[src/rtl/cop_pkg.sv]
package cop_pkg;
  typedef struct packed {
    logic service;
    logic enable;
  } cop_ctl_t;
endpackage

[src/rtl/cop_decode.sv]
module cop_decode
  import cop_pkg::*;
#(
  parameter int ADDR_W = 16,
  parameter logic [ADDR_W-1:0] SVC_ADDR = '1
) (
  input  logic              bus_we,
  input  logic [ADDR_W-1:0] bus_addr,
  input  logic              hv_rst_pin,
  input  logic              hv_irq_pin,
  output cop_ctl_t          ctl
);
  always_comb begin
    ctl.service = bus_we && (bus_addr == SVC_ADDR);
    ctl.enable  = !(hv_rst_pin || hv_irq_pin);
  end
endmodule

[src/rtl/cop_prescaler.sv]
module cop_prescaler #(
  parameter int PRE_W  = 13,
  parameter int CLR_LO = 5
) (
  input  logic             clk,
  input  logic             rst,
  input  logic             service,
  output logic [PRE_W-1:0] count,
  output logic             tick
);
  logic [PRE_W-1:0] inc;
  logic [PRE_W-1:0] nxt;

  assign inc  = count + 1'b1;
  assign tick = (&count) && !service;

  for (genvar i = 0; i < PRE_W; i++) begin : g_bit
    if (i >= CLR_LO) begin : g_clr
      assign nxt[i] = service ? 1'b0 : inc[i];
    end else begin : g_keep
      assign nxt[i] = inc[i];
    end
  end

  always_ff @(posedge clk) begin
    if (rst) count <= '0;
    else     count <= nxt;
  end

  a_r2_step: assert property (@(posedge clk) disable iff (rst)
    !service |=> count == $past(count) + 1'b1);
  a_r4_pre_clear: assert property (@(posedge clk) disable iff (rst)
    service |=> count[PRE_W-1:CLR_LO] == '0);
endmodule

[src/rtl/cop_counter.sv]
module cop_counter #(
  parameter int WD_W = 6
) (
  input  logic            clk,
  input  logic            rst,
  input  logic            tick,
  input  logic            service,
  input  logic            enable,
  output logic [WD_W-1:0] count,
  output logic            rst_req
);
  logic at_max;
  assign at_max = &count;

  always_ff @(posedge clk) begin
    if (rst) begin
      count   <= '0;
      rst_req <= 1'b0;
    end else if (!enable || service) begin
      count   <= '0;
      rst_req <= 1'b0;
    end else if (tick) begin
      count   <= count + 1'b1;
      rst_req <= at_max;
    end else begin
      rst_req <= 1'b0;
    end
  end

  a_r6_single: assert property (@(posedge clk) disable iff (rst)
    rst_req |=> !rst_req);
  a_r6_wrap: assert property (@(posedge clk) disable iff (rst)
    rst_req |-> count == '0);
  a_r7_hold: assert property (@(posedge clk) disable iff (rst)
    !enable |=> (count == '0) && !rst_req);
  a_r8_service_wins: assert property (@(posedge clk) disable iff (rst)
    service |=> (count == '0) && !rst_req);
endmodule

[src/rtl/cop_watchdog.sv]
module cop_watchdog
  import cop_pkg::*;
#(
  parameter int PRE_W  = 13,
  parameter int CLR_LO = 5,
  parameter int WD_W   = 6,
  parameter int ADDR_W = 16,
  parameter logic [ADDR_W-1:0] SVC_ADDR = '1
) (
  input  logic              clk,
  input  logic              rst,
  input  logic              bus_we,
  input  logic [ADDR_W-1:0] bus_addr,
  input  logic              hv_rst_pin,
  input  logic              hv_irq_pin,
  output logic              rst_req,
  output logic [WD_W-1:0]   wd_count,
  output logic [PRE_W-1:0]  pre_count
);
  cop_ctl_t ctl;
  logic     tick;

  cop_decode #(.ADDR_W(ADDR_W), .SVC_ADDR(SVC_ADDR)) u_dec (
    .bus_we(bus_we), .bus_addr(bus_addr),
    .hv_rst_pin(hv_rst_pin), .hv_irq_pin(hv_irq_pin), .ctl(ctl));

  cop_prescaler #(.PRE_W(PRE_W), .CLR_LO(CLR_LO)) u_pre (
    .clk(clk), .rst(rst), .service(ctl.service),
    .count(pre_count), .tick(tick));

  cop_counter #(.WD_W(WD_W)) u_wd (
    .clk(clk), .rst(rst), .tick(tick), .service(ctl.service),
    .enable(ctl.enable), .count(wd_count), .rst_req(rst_req));

  a_r5_advance: assert property (@(posedge clk) disable iff (rst)
    (ctl.enable && !ctl.service && !(&pre_count)) |=> $stable(wd_count));
  a_r1_reset: assert property (@(posedge clk)
    rst |=> (pre_count == '0) && (wd_count == '0) && !rst_req);
endmodule

[config.mk]
export PLATFORM = sky130hd
export DESIGN_NAME = cop_watchdog
export DESIGN_NICKNAME = d
export VERILOG_FILES = /design/src/rtl/cop_pkg.sv /design/src/rtl/cop_decode.sv /design/src/rtl/cop_prescaler.sv /design/src/rtl/cop_counter.sv /design/src/rtl/cop_watchdog.sv
export SDC_FILE = /design/constraint.sdc
export NUM_CORES = 1
export LEC_CHECK = 0
export ABC_CLOCK_PERIOD_IN_PS = 1970
export BUFFER_PORTS_ARGS = -buffer_cell sky130_fd_sc_hd__buf_2
export CAP_MARGIN = 0
export CORE_MARGIN = 4
export CORE_UTILIZATION = 44
export DETAILED_ROUTE_END_ITERATION = 12
export PLACE_DENSITY = 0.75
export SLEW_MARGIN = 10
export SYNTH_ARGS = -nofsm -noshare
export SYNTH_HDL_FRONTEND = slang
export SYNTH_SLANG_ARGS = --single-unit
[constraint.sdc]
create_clock -name clk -period 1.97 [get_ports clk]
set_clock_uncertainty 0.05 [all_clocks]
set_input_delay 0.0985 -clock clk [delete_from_list [all_inputs] [get_ports clk]]
set_output_delay 0.0985 -clock clk [all_outputs]
set_load 0.05 [all_outputs]
==> reports/results.ini <==
[worst_hold_path]
hp-class=input port to flip-flop
min_delay_path_depth=4
min_from=hv_irq_pin
min_to=u_wd.count[5]

[place]
port_buffers=40
hpwlAfterDp_mm=1.66
routabilityCongestion=0.795
dp_slack_ps=258
place_inst=171

[floorplanning]
num_io_pins=41
core-area_um2=1980
start_util_pct=46.9
die_area_um2=2910
dieHeight_um=54.0
die_w_um=54.0
num_rows=16

[layout]
drive_gt1_share_pct=35.1
num_antenna_cells=0
nNetsFinal=173
area_delta_synth_final_pct=28.9
finalNonFillerCells=175

[setup_path]
cp-end-kind=flip-flop
critPathMaxFanout=5
arrival_ps=1910
rr_worst_depth=5
path_class=flip-flop to flip-flop
cp_top_family=simple AND/OR/NAND/NOR gates
critPathSlowestCell=or4_4
r2r-end=u_wd.count[5]
worst-path-buf-inv=0
reg2reg_slack_ps=240
max_stage_delay_ps=500
cp_num_cells=5
crit_chain=ha_1 -> and4_4 -> nand4_4 -> or4_4 -> a21oi_2
startpoint_type=flip-flop
required_ps=2160
r2r-start=u_pre.count[0]

[flow_run]
maxCapViolCount=0

[routing]
drtIter0Drc=14
firstDrtPassIters=4
wire_per_inst_um=11.8
vias=896
drc=0
antenna_left=0
drt_wl_total_mm=2.06
vias_per_cell=5.12

[grt]
antenna_found_initial=0
grt_start_max_net_pins=11
overflow=0
grt_pass1_vias=843
grt_use_total_pct=16.9
grt_pass1_wl_mm=3.63

[logic_synthesis]
netlist_instances=104
ys.warnings.count=0
ys_top_cells_by_area=dfxtp_1 43%, xnor2_1 12%, nor2_1 8.1%
yosys_register_bits=20
synth_top_area_share_pct=43.1
syn_area_per_cell_um2=8.94
ys_seq_area_share_pct=43.1
synth_largest_area_cell=dfxtp_1
syn_nets=127
synth_area_um2=930
ys_types=24

[sta]
setup_viol=0
min_period_ps=1730
fin_crit_sh_pct=87.7
hold_viol=0
max_freq_mhz=579
rsz0062_at_grt=no
tightest_slew_ps=437
slew_viol_final=0
fin_ws_ps=243
slew_headroom_pct=70.6
finalSetupTns_ps=0

[clocking]
numClockSinks=20
clkTransAtPathRegs_ps=100
clkLatencyLatePin_ps=290
postCtsSetupRepairBufs=0
cts_buffers=3
cts_buffer_depth=2
htreeDepth=1
cts_root_buffer=clkbuf_4
tritoncts=yes

[pwr]
power_density_nw_per_um2=551
p_leak_nw=0.493
irDropWorstVdd_uv=394

[run_status]
status=finished clean

-- cell usage in the layout (no fill, tap or decap), types with 2 or more instances in the layout --
cell type	count
clkbuf_4	3
inv_1	3
or4_1	2
nand4_1	7
dfxtp_2	2
nor2_1	20
nand2_1	6
buf_2	40
ha_1	2
xnor2_1	13
nand3_1	8
nor3_1	4
o31ai_1	2
nor4_1	3
dfxtp_1	18
and3_1	2
a21oi_1	2
-- registers in the layout, summed over array words and instances (netlist names) --
signal,cells
u_wd.rst_req,1
u_pre.count,13
u_wd.count,6
-- power by group --
group	switching, mW	internal, mW	total [mW]
registers	0.00658	0.410	0.417
clock network	0.111	0.0711	0.182
logic	0.0362	0.0259	0.0621
total	0.154	0.507	0.661
-- logic make-up (layout without fill, tap and decap cells) --
kind of cell | Yosys count | in the layout | share of synthesized area [%]
compound gates | 7 | 7 | 5.79
xor+xnor | 14 | 14 | 13.2
fa+ha+maj | 2 | 2 | 2.69
buf+inv | 3 | 47 | 1.21
flops | 20 | 20 | 43.1
simple gates | 58 | 58 | 34.1
-- how the worst max path moves through the flow --
stage | endpoint | startpoint | slack [ps]
6_report | u_wd.count[5] | u_pre.count[0] | 240
2_1_floorplan | u_wd.count[5] | u_pre.count[2] | 60
5_1_grt | u_wd.count[2] | u_pre.count[0] | 130
3_5_place_dp | u_wd.count[5] | u_pre.count[0] | 260
4_1_cts | u_wd.count[5] | u_pre.count[0] | 230
3_3_place_gp | u_wd.count[5] | u_pre.count[0] | 300
-- cell usage after synthesis --
library cell	n
a21oi_1	2
a21oi_2	1
and3_1	2
and4_1	1
and4_2	1
and4_4	1
dfxtp_1	20
ha_1	2
inv_1	3
nand2_1	6
nand3_1	8
nand4_1	7
nand4_4	1
nor2_1	20
nor2b_1	1
nor3_1	4
nor4_1	3
o21ai_2	1
o21bai_2	1
o31ai_1	2
or4_1	2
or4_4	1
xnor2_1	13
xor2_1	1
-- through the flow --
stage / hold slack [ps] / area, µm² / util [%] / total power, mW
after floorplan: 108 / 932 / - / 0.458
after global placement: 300 / 1170 / 58.8 / 0.486
after detailed placement: 318 / 1170 / 58.8 / 0.487
after CTS: 76.9 / 1200 / 60.5 / 0.673
after global routing: 81.6 / 1200 / 60.5 / 0.698
final: 77.5 / 1200 / 60.5 / 0.661
-- area by class of cell --
type	count	area [µm²]
flip-flops and latches	20	403
multi-input cells	81	518
inverters	3	11.3
repair buffers	41	210
well taps	27	33.8
clock buffers	3	22.5
fillers	181	783
-- timing repair --
action                                  in CTS  in global routing
resized for setup                            0                  0
endpoints found under the hold margin        1                  0
endpoints found under the setup margin       0                  0
hold buffers                                 1                  0
-- worst min-delay path: stages --
cell and delay, ps:
buf_2 70, nor3_1 40, o21ai_2 130, a21oi_2 40
-- layer usage --
| metal | vias to the layer above | part of all wire (%) | track usage, % |
|---|---|---|---|
| met1 | 405 | 44 | 19.5 |
| li1 | 464 | - | - |
| met2 | 23 | 49 | 29.6 |
| met5 | - | 0 | 0 |
| met4 | 0 | 1.1 | 3.40 |
| met3 | 4 | 6.2 | 6.37 |
Power figures use the tool's default switching activity.
